## config.mk

```make
export PLATFORM = sky130hd
export DESIGN_NAME = pairmem_tester
export DESIGN_NICKNAME = d
export VERILOG_FILES = /design/src/rtl/pmt_pkg.sv /design/src/rtl/pmt_lfsr.sv /design/src/rtl/pmt_operand_sel.sv /design/src/rtl/pmt_compare.sv /design/src/rtl/pairmem_tester.sv
export SDC_FILE = /design/constraint.sdc
export NUM_CORES = 1
export LEC_CHECK = 0
export ABC_CLOCK_PERIOD_IN_PS = 2900
export BUFFER_PORTS_ARGS = -buffer_cell sky130_fd_sc_hd__clkbuf_2
export CORE_UTILIZATION = 42
export CTS_CLUSTER_SIZE = 30
export DETAILED_ROUTE_END_ITERATION = 6
export SYNTH_ARGS = -nofsm -noshare
export SYNTH_HDL_FRONTEND = slang
export SYNTH_SLANG_ARGS = --single-unit
export TNS_END_PERCENT = 20
```

## constraint.sdc

```tcl
create_clock -name clk -period 2.9 [get_ports clk]
set_input_delay 0.145 -clock clk [delete_from_list [all_inputs] [get_ports clk]]
set_output_delay 0.145 -clock clk [all_outputs]
set_load 0.02 [all_outputs]
```

## src/rtl/pmt_pkg.sv

```systemverilog
package pmt_pkg;

    typedef enum logic [3:0] {
        S_IDLE,
        S_RST,
        S_A1,
        S_A2,
        S_L1,
        S_R1,
        S_L2,
        S_R2,
        S_WR,
        S_RD,
        S_CK,
        S_DONE
    } pmt_state_e;

    localparam logic HALF_LEFT  = 1'b0;
    localparam logic HALF_RIGHT = 1'b1;

endpackage

```

## src/rtl/pmt_lfsr.sv

```systemverilog
module pmt_lfsr #(
    parameter int               WIDTH      = 16,
    parameter logic [WIDTH-1:0] TAPS       = 16'hB400,
    parameter logic [WIDTH-1:0] RESET_SEED = 16'hACE1
) (
    input  logic             clk,
    input  logic             rst_n,
    input  logic             load,
    input  logic [WIDTH-1:0] load_val,
    input  logic             advance,
    output logic [WIDTH-1:0] value
);

    localparam logic [WIDTH-1:0] SAFE_SEED =
        (RESET_SEED == '0) ? WIDTH'(1) : RESET_SEED;

    logic [WIDTH-1:0] state_d, state_q;

    always_comb begin
        state_d = state_q;
        if (load) begin
            state_d = (load_val == '0) ? WIDTH'(1) : load_val;
        end else if (advance) begin
            state_d = (state_q >> 1) ^ (state_q[0] ? TAPS : '0);
        end
    end

    always_ff @(posedge clk or negedge rst_n) begin
        if (!rst_n) state_q <= SAFE_SEED;
        else        state_q <= state_d;
    end

    assign value = state_q;


    lfsr_nonzero_chk: assert property (@(posedge clk) disable iff (!rst_n)
        state_q != '0);

endmodule

```

## src/rtl/pmt_operand_sel.sv

```systemverilog
module pmt_operand_sel #(
    parameter int ADDR_W = 10,
    parameter int DATA_W = 16
) (
    input  logic [1:0]        step,
    input  logic [ADDR_W-1:0] addr1,
    input  logic [ADDR_W-1:0] addr2,
    input  logic [DATA_W-1:0] left1,
    input  logic [DATA_W-1:0] right1,
    input  logic [DATA_W-1:0] left2,
    input  logic [DATA_W-1:0] right2,
    output logic [ADDR_W-1:0] addr,
    output logic              half,
    output logic [DATA_W-1:0] data
);

    always_comb begin
        addr = step[1] ? addr2 : addr1;
        half = step[0];
        unique case (step)
            2'd0:    data = left1;
            2'd1:    data = right1;
            2'd2:    data = left2;
            default: data = right2;
        endcase
    end

endmodule

```

## src/rtl/pmt_compare.sv

```systemverilog
module pmt_compare #(
    parameter int                DATA_W    = 16,
    parameter logic [DATA_W-1:0] LEFT_MASK = 16'h3FFF
) (
    input  logic [DATA_W-1:0] rdata,
    input  logic [DATA_W-1:0] expected,
    input  logic              half,
    output logic              mismatch
);

    logic [DATA_W-1:0] care;

    always_comb begin
        care     = (half == pmt_pkg::HALF_LEFT) ? LEFT_MASK : '1;
        mismatch = ((rdata ^ expected) & care) != '0;
    end

endmodule

```

## src/rtl/pairmem_tester.sv

```systemverilog
module pairmem_tester #(
    parameter int                ADDR_W     = 10,
    parameter int                DATA_W     = 16,
    parameter int                ITERATIONS = 4096,
    parameter logic [DATA_W-1:0] LEFT_MASK  = 16'h3FFF,
    parameter logic [DATA_W-1:0] LFSR_TAPS  = 16'hB400,
    parameter logic [DATA_W-1:0] RESET_SEED = 16'hACE1
) (
    input  logic              clk,
    input  logic              rst_n,
    input  logic              start,
    input  logic              seed_load,
    input  logic [DATA_W-1:0] seed_in,
    output logic              busy,
    output logic              done,
    output logic              fail,
    output logic [1:0]        fail_code,
    output logic              uut_rst,
    output logic              mem_en,
    output logic              mem_we,
    output logic              mem_half,
    output logic [ADDR_W-1:0] mem_addr,
    output logic [DATA_W-1:0] mem_wdata,
    input  logic [DATA_W-1:0] mem_rdata
);

    import pmt_pkg::*;

    localparam int                ITER_W    = $clog2(ITERATIONS + 1);
    localparam logic [ITER_W-1:0] LAST_ITER = ITER_W'(ITERATIONS - 1);

    typedef struct packed {
        pmt_state_e        st;
        logic [1:0]        step;
        logic [ADDR_W-1:0] a1;
        logic [ADDR_W-1:0] a2;
        logic [DATA_W-1:0] l1;
        logic [DATA_W-1:0] r1;
        logic [DATA_W-1:0] l2;
        logic [DATA_W-1:0] r2;
        logic [ITER_W-1:0] iter;
        logic              fail;
        logic [1:0]        code;
    } ctl_t;

    ctl_t c_d, c_q;

    logic [DATA_W-1:0] draw;
    logic [ADDR_W-1:0] draw_addr;
    logic              drawing;
    logic              mismatch;
    logic [ADDR_W-1:0] op_addr;
    logic              op_half;
    logic [DATA_W-1:0] op_data;

    assign draw_addr = draw[ADDR_W-1:0];
    assign drawing   = (c_q.st == S_A1) || (c_q.st == S_A2) || (c_q.st == S_L1) ||
                       (c_q.st == S_R1) || (c_q.st == S_L2) || (c_q.st == S_R2);
    assign busy      = (c_q.st != S_IDLE) && (c_q.st != S_DONE);

    pmt_lfsr #(
        .WIDTH     (DATA_W),
        .TAPS      (LFSR_TAPS),
        .RESET_SEED(RESET_SEED)
    ) lfsr_i (
        .clk     (clk),
        .rst_n   (rst_n),
        .load    (seed_load && !busy),
        .load_val(seed_in),
        .advance (drawing),
        .value   (draw)
    );

    pmt_operand_sel #(
        .ADDR_W(ADDR_W),
        .DATA_W(DATA_W)
    ) sel_i (
        .step  (c_q.step),
        .addr1 (c_q.a1),
        .addr2 (c_q.a2),
        .left1 (c_q.l1),
        .right1(c_q.r1),
        .left2 (c_q.l2),
        .right2(c_q.r2),
        .addr  (op_addr),
        .half  (op_half),
        .data  (op_data)
    );

    pmt_compare #(
        .DATA_W   (DATA_W),
        .LEFT_MASK(LEFT_MASK)
    ) cmp_i (
        .rdata   (mem_rdata),
        .expected(op_data),
        .half    (op_half),
        .mismatch(mismatch)
    );

    always_comb begin
        c_d = c_q;
        unique case (c_q.st)
            S_IDLE, S_DONE: begin
                if (start) begin
                    c_d.st   = S_RST;
                    c_d.fail = 1'b0;
                    c_d.code = 2'd0;
                    c_d.iter = '0;
                    c_d.step = 2'd0;
                end
            end
            S_RST: c_d.st = S_A1;
            S_A1: begin
                c_d.a1 = draw_addr;
                c_d.st = S_A2;
            end
            S_A2: begin
                if (draw_addr != c_q.a1) begin
                    c_d.a2 = draw_addr;
                    c_d.st = S_L1;
                end
            end
            S_L1: begin
                c_d.l1 = draw & LEFT_MASK;
                c_d.st = S_R1;
            end
            S_R1: begin
                c_d.r1 = draw;
                c_d.st = S_L2;
            end
            S_L2: begin
                c_d.l2 = draw & LEFT_MASK;
                c_d.st = S_R2;
            end
            S_R2: begin
                c_d.r2   = draw;
                c_d.step = 2'd0;
                c_d.st   = S_WR;
            end
            S_WR: begin
                c_d.step = c_q.step + 2'd1;
                if (c_q.step == 2'd3) c_d.st = S_RD;
            end
            S_RD: c_d.st = S_CK;
            S_CK: begin
                if (mismatch) begin
                    c_d.fail = 1'b1;
                    c_d.code = c_q.step;
                    c_d.st   = S_DONE;
                end else if (c_q.step == 2'd3) begin
                    c_d.step = 2'd0;
                    if (c_q.iter == LAST_ITER) begin
                        c_d.st = S_DONE;
                    end else begin
                        c_d.iter = c_q.iter + ITER_W'(1);
                        c_d.st   = S_A1;
                    end
                end else begin
                    c_d.step = c_q.step + 2'd1;
                    c_d.st   = S_RD;
                end
            end
            default: c_d.st = S_IDLE;
        endcase
    end

    always_ff @(posedge clk or negedge rst_n) begin
        if (!rst_n) begin
            c_q      <= '0;
            c_q.st   <= S_IDLE;
        end else begin
            c_q <= c_d;
        end
    end

    assign done      = (c_q.st == S_DONE);
    assign fail      = c_q.fail;
    assign fail_code = c_q.code;
    assign uut_rst   = (c_q.st == S_RST);
    assign mem_en    = (c_q.st == S_WR) || (c_q.st == S_RD);
    assign mem_we    = (c_q.st == S_WR);
    assign mem_half  = op_half;
    assign mem_addr  = op_addr;
    assign mem_wdata = op_data;


    rst_pulse_chk: assert property (@(posedge clk) disable iff (!rst_n)
        uut_rst |=> (!uut_rst && !mem_en));


    read_spacing_chk: assert property (@(posedge clk) disable iff (!rst_n)
        (mem_en && !mem_we) |=> !mem_en);


    fail_done_chk: assert property (@(posedge clk) disable iff (!rst_n)
        fail |-> done);


    access_busy_chk: assert property (@(posedge clk) disable iff (!rst_n)
        mem_en |-> busy);


    done_hold_chk: assert property (@(posedge clk) disable iff (!rst_n)
        (done && !start) |=> (done && $stable(fail) && $stable(fail_code)));


    distinct_addr_chk: assert property (@(posedge clk) disable iff (!rst_n)
        (mem_en && mem_we) |-> (c_q.a1 != c_q.a2));

endmodule

```

==> impl_metrics.csv, run 1 <==
group,metric,value,unit
timing,min_period_over_period,105,%
timing,clock.fmax,329,MHz
grt,gr-total-overflow,0,
logic_synthesis,synthFlopType,"dfrtp_1",
cts,clock_sinks,118,
power_and_ir_drop,p_per_area,1250,nW/um2
power_and_ir_drop,internal_power,6.03,mW
power_and_ir_drop,max-vdd-ir-drop,651,uV
floorplan,die_y,122,um
floorplan,initial_utilization,43.5,%
critical_path,ff2ff_setup_slack,-140,ps
power_and_ir_drop,p_clk_share,21.2,%
worst_hold_path,min_path_type,"primary input to flip-flop",
logic_synthesis,synth_top_area_share,45.2,%
critical_path,r2r-start,"c_q[100]$_DFFE_PN0P_",
cts,ctsLongestPathBuffers,2,
timing,slew_headroom,35.3,%
critical_path,startpoint_type,"flip-flop",
critical_path,critical-path-top-delay-family,"simple AND/OR/NAND/NOR gates",
status,violations,"negative setup slack",
logic_synthesis,syn_area_per_cell,11.2,um2
grt,grt_max_degree,75,
critical_path,critPathLaunch,"c_q[100]$_DFFE_PN0P_",
timing,rsz0062_at_grt,"yes",
placement,gp_congestion,0.843,
critical_path,arrival,3400,ps
final_layout,final_common_cell,"dfrtp_1",
timing,tns,-617,ps
power_and_ir_drop,switchingPower,3.87,mW
routing,wl_per_cell,18.8,um
floorplan,die_width,122,um
logic_synthesis,async_flop_share,100,%
power_and_ir_drop,combinationalPowerShare,47.7,%
logic_synthesis,synth_largest_area_cell,"dfrtp_1",
grt,grt_pass1_vias,4632,
routing,viasPerCell,5.52,
floorplan,fp-row-count,43,
final_layout,layout-drive-gt1-share,43.6,%
critical_path,cp_slowest_cell,"or4_4",
timing,drv_slew,0,
logic_synthesis,syn_nets,583,
final_layout,mostFrequentLayoutCells,"dfrtp_1, mux2_2, clkbuf_2",
status,status,"finished with violations",
timing,layout_min_cycle_time,3040,ps
floorplan,ioPinCount,71,
grt,grt_pass1_wl,25.3,mm
final_layout,antennaDiodeCount,0,
worst_hold_path,min-delay-start,"seed_in[0]",
routing,vias,4703,
grt,grt_util_all_layers,22.8,%
timing,fin_ws,-143,ps
critical_path,required,3260,ps
critical_path,end_kind,"flip-flop",
power_and_ir_drop,power,9.90,mW
timing,setup_viol,13,
logic_synthesis,yosysWarnings,0,
power_and_ir_drop,seq_power_share,31.1,%
cts,insertion_delay,420,ps
routing,antenna_left,0,
placement,hpwl,10.7,mm
final_layout,nNetsFinal,700,
routing,first_pass_iters,7,
timing,tightest_slew,971,ps
routing,initialDrtViolationCount,383,
timing,timing.hold.ws,28.1,ps
grt,antenna_found_initial,0,
cts,cts-root-buf,"clkbuf_16",
logic_synthesis,synthDistinctLibCells,50,
placement,port_buffers,70,
cts,cts_tree,"built",
logic_synthesis,yosysSeqAreaShare,48.7,%
critical_path,crit_chain,"inv_4 -> ha_4 -> a222oi_1 -> mux2i_4 -> xnor2_1 -> nand4_1 -> or4_4 -> buf_6 -> or4b_1 -> nand2_1",
power_and_ir_drop,leakage,3.47,nW
critical_path,crit_type,"flip-flop to flip-flop",
floorplan,die-area,15000,um2
critical_path,slowest_delay,620,ps
cts,numCtsBuffers,17,
timing,finalHoldViolations,0,
placement,placed_cells,795,
floorplan,core_region_area,14000,um2
logic_synthesis,synth_edf_count,0,
timing,fin_skew,8.43,ps
logic_synthesis,synth_area_leaders,"dfrtp_1, mux2_2, mux2i_1",
power_and_ir_drop,switching_share,39.1,%
logic_synthesis,netlist_area,6080,um2
logic_synthesis,ys_seq_elements,118,
cts,clk_pin_slew_worst_paths,60,ps
critical_path,cp_max_fo,14,
routing,drt-total-wl,16.1,mm
cts,htree_num_levels,4,
final_layout,area_growth,29.9,%
flow_run,max_cap_viol_count,0,
logic_synthesis,netlist_instances,542,
routing,drc_errors,0,
critical_path,critPathBufInv,2,
final_layout,finalNonFillerCells,852,
## per-layer routing
layer | up-vias | part of all wire, % | wire length (um) | track usage (%)
li1 | 2217 | - | - | -
met1 | 2352 | 46 | 7410 | 30.7
met2 | 111 | 48 | 7640 | 35.8
met3 | 23 | 4.4 | 708 | 5.53
met4 | 0 | 1.9 | 298 | 8.08
met5 | - | 0 | 0 | 0
## final cells by class
cell class	count	area (um2)
clock inverters	13	149
flip-flops and latches	118	2970
repair buffers	136	912
well taps	180	225
multi-input cells	366	3120
clock buffers	19	453
fillers	1195	6090
inverters	20	80.1
## cell families after synthesis
| family | after synthesis | synth area share (%) |
|---|---|---|
| XOR/XNOR | 29 | 4.18 |
| AO/OA/AOI/OAI | 80 | 9.44 |
| AND/OR/NAND/NOR | 133 | 10.9 |
| multiplexers | 119 | 21.4 |
| adder cells (fa/ha/maj) | 5 | 1.03 |
| buffers and inverters | 58 | 4.30 |
| flip-flops | 118 | 48.7 |
## registers in the layout, summed over array words and instances (netlist names)
signal	count
lfsr_i.value	16
c_q	99
fail	1
fail_code	2
## worst register-to-register path, cell delays in order, from the launching register on
cell      delay [ps]
dfrtp_2          440
inv_4             80
ha_4             230
a222oi_1         440
mux2i_4          130
xnor2_1          150
nand4_1          190
or4_4            620
buf_6            160
or4b_1           470
nand2_1           90
## power by group through the flow
stage / clock (mW) / sequential (mW) / combinational (mW)
finish: 2.10 / 3.08 / 4.73
detailed placement: 0 / 3.10 / 4.48
floorplan: 0 / 2.80 / 3.33
global placement: 0 / 3.06 / 4.42
global route: 2.21 / 3.18 / 5.10
CTS: 2.13 / 3.08 / 4.53
## Yosys cell counts (3+ instances only)
cell type and number:
dfrtp_1 110, mux2_2 90, nand2_1 42, mux2i_1 29, nor2_1 27, clkbuf_1 25, inv_1 20, xnor2_1 19
o21ai_0 15, a222oi_1 14, nand4_1 12, a21oi_1 11, xor2_1 10, nor3_1 9, dfstp_2 8, nand2b_1 8
nand3_1 8, o22ai_1 8, nor4_1 7, o311ai_0 6, ha_1 5, and2_1 4, buf_1 4, buf_6 4
o41ai_1 4, a31oi_1 3, buf_4 3, nor2b_1 3, or4b_1 3
## worst paths after layout
| path | cells after the start | end |
|---|---|---|
| max | 10 | c_q[11]$_DFFE_PN0P_ |
| min | 3 | lfsr_i.value[0]$_DFFE_PN1P_ |
| max reg2reg | 10 | c_q[11]$_DFFE_PN0P_ |
| min reg2reg | 2 | c_q[15]$_DFFE_PN0P_ |
| max in group asynchronous | 3 | lfsr_i.value[0]$_DFFE_PN1P_ |
| min in group asynchronous | 2 | c_q[105]$_DFFE_PN0P_ |
## stage by stage
| step | cell area [um2] | setup slack, ps | utilization [%] |
|---|---|---|---|
| 6_report | 7900 | -143 | 56.5 |
| 4_1_cts | 7730 | -60.9 | 55.3 |
| 2_1_floorplan | 6270 | 1.32 | - |
| 5_1_grt | 7900 | -261 | 56.5 |
| 3_3_place_gp | 6990 | -57.6 | 50.0 |
| 3_5_place_dp | 6990 | -105 | 50.0 |
## repair_timing
item	4_1_cts	5_1_grt
buffers inserted	1	13
gates resized for setup	5	19
pin swaps	6	11
endpoints found under the setup margin	8	18
hold endpoints to repair	80	0
hold buffers	11	0
No activity file was read; power rests on OpenSTA's default activity.
==> run 2: changes to the inputs <==
ABC_CLOCK_PERIOD_IN_PS = 3800   (was 2900)
PLACE_DENSITY = 0.58   (was unset)
clock period = 3.8 ns   (was 2.9 ns; I/O delays follow)
==> run 2 against run 1 <==
  * The run now ends clean
  * Fmax is 11% lower
  * Worst setup slack better by 530 ps
  * Largest cell class is now flip-flops and latches
  * Largest power group unchanged
  * Clock-buffer cell count is 1 lower
==> impl_metrics.csv, run 2 (same netlist as run 1, synthesis figures left out) <==
group,metric,value,unit
status,status,"finished clean",
timing,tightest_slew,1050,ps
timing,min_period_over_period,89.9,%
timing,rsz0062_at_grt,"no",
floorplan,initial_utilization,43.5,%
final_layout,area_growth,19.8,%
power_and_ir_drop,max-vdd-ir-drop,449,uV
worst_hold_path,min_path_type,"primary input to flip-flop",
timing,layout_min_cycle_time,3410,ps
critical_path,arrival,3710,ps
final_layout,nNetsFinal,654,
cts,ctsLongestPathBuffers,2,
routing,wl_per_cell,19.2,um
floorplan,die_y,122,um
cts,postCtsResizedCells,0,
critical_path,required,4090,ps
timing,setup_viol,0,
grt,grt_max_degree,63,
routing,drc_errors,0,
routing,viasPerCell,5.68,
timing,slew_headroom,30.1,%
timing,clock.fmax,293,MHz
routing,antenna_left,0,
placement,placed_cells,767,
floorplan,die_width,122,um
cts,insertion_delay,430,ps
placement,gp_congestion,0.832,
cts,postCtsSetupBuffers,0,
final_layout,final_util,52.1,%
grt,antenna_found_initial,0,
placement,port_buffers,70,
timing,tns,0,ps
cts,numCtsBuffers,17,
final_layout,top_register,"c_q",
grt,grt_pass1_vias,4604,
routing,vias,4579,
power_and_ir_drop,p_per_area,965,nW/um2
floorplan,core_region_area,14000,um2
final_layout,finalNonFillerCells,806,
final_layout,nFillCells,1269,
final_layout,layout-drive-gt1-share,35.0,%
floorplan,die-area,15000,um2
timing,fin_ws,385,ps
critical_path,startpoint_type,"flip-flop",
power_and_ir_drop,leakage,3.20,nW
critical_path,crit_type,"flip-flop to flip-flop",
routing,drt-total-wl,15.5,mm
final_layout,largest_reg_flops,99,
cts,cts-root-buf,"clkbuf_16",
routing,first_pass_iters,5,
grt,grt_util_all_layers,22.5,%
routing,initialDrtViolationCount,391,
cts,clock_sinks,118,
timing,drv_slew,0,
final_layout,mostFrequentLayoutCells,"dfrtp_1, mux2_2, clkbuf_2",
cts,cts_tree,"built",
floorplan,ioPinCount,71,
final_layout,final_common_cell,"dfrtp_1",
critical_path,cp_max_fo,20,
power_and_ir_drop,power,7.03,mW
timing,fin_skew,7.79,ps
flow_run,max_cap_viol_count,0,
timing,finalHoldViolations,0,
grt,gr-total-overflow,0,
placement,place_worst_setup_slack,392,ps
final_layout,antennaDiodeCount,0,
cts,clk_pin_slew_worst_paths,60,ps
placement,hpwl,10.8,mm
grt,grt_pass1_wl,24.8,mm
floorplan,fp-row-count,43,
cts,htree_num_levels,4,
critical_path,end_kind,"flip-flop",
-- run 2: changes by cell type in the layout (fill, tap and decap cells not counted), moves of 3 or more --
cell	delta
buf_4	-37
buf_6	-3
clkinv_4	-3
dlygate4sd3_1	-4
ha_1	+4
ha_4	-3
mux2i_1	+14
mux2i_2	-5
mux2i_4	-9
nor3_1	+4
nor3_2	-3
-- run 2: worst paths after layout --
path	startpoint	to	slack (ps)	cells after the start
worst min-delay path	seed_in[12]	lfsr_i.value[12]$_DFFE_PN0P_	8	3
worst max register to register	c_q[100]$_DFFE_PN0P_	c_q[102]$_DFFE_PN0P_	390	9
min in group asynchronous	rst_n	c_q[97]$_DFFE_PN0P_	390	2
max in group asynchronous	rst_n	c_q[5]$_DFFE_PN0P_	2530	3
worst max-delay path	c_q[100]$_DFFE_PN0P_	c_q[102]$_DFFE_PN0P_	390	9
worst min register to register	fail$_DFFE_PN0P_	fail$_DFFE_PN0P_	470	2
-- run 2: through the flow --
step	hold WS, ps	instance area, um2
after global routing	16.4	7290
after floorplan	-106	6080
after global placement	320	6580
final	7.81	7290
after detailed placement	325	6580
after CTS	2.96	7290
-- run 2: per-layer routing --
| layer | vias to the layer above | share of wire (%) | global-route usage, % |
|---|---|---|---|
| li1 | 2119 | - | - |
| met1 | 2325 | 44 | 28.9 |
| met2 | 114 | 49 | 36.5 |
| met3 | 21 | 5.3 | 6.09 |
| met4 | 0 | 1.5 | 7.77 |
| met5 | - | 0 | 0 |
-- run 2: report_power, final --
part	switching [mW]	leakage [nW]	internal, mW
sequential	0.603	1.44	1.86
combinational	1.56	1.45	1.29
clock	0.608	0.307	1.12
-- run 2: area by class of cell --
cell class	count	area, um2	area share (%)
inverters	20	75.1	1.03
repair buffers	90	520	7.14
flip-flops and latches	118	2960	40.7
multi-input cells	366	2870	39.3
clock buffers	18	439	6.03
well taps	180	225	3.09
clock inverters	14	198	2.71
-- run 2: what timing repair did --
| action | in CTS | in global routing |
|---|---|---|
| hold endpoints to repair | 58 | 0 |
| hold buffers | 7 | 0 |
| setup endpoints to repair | 0 | 0 |
-- run 2: worst max-delay path: stages (launching register included) --
cell and delay [ps]:
dfrtp_1 450, inv_1 180, ha_1 600, a222oi_1 190, mux2i_1 260, xnor2_1 150
nand4_1 150, or4_4 670, o41ai_1 480, o21ai_0 130
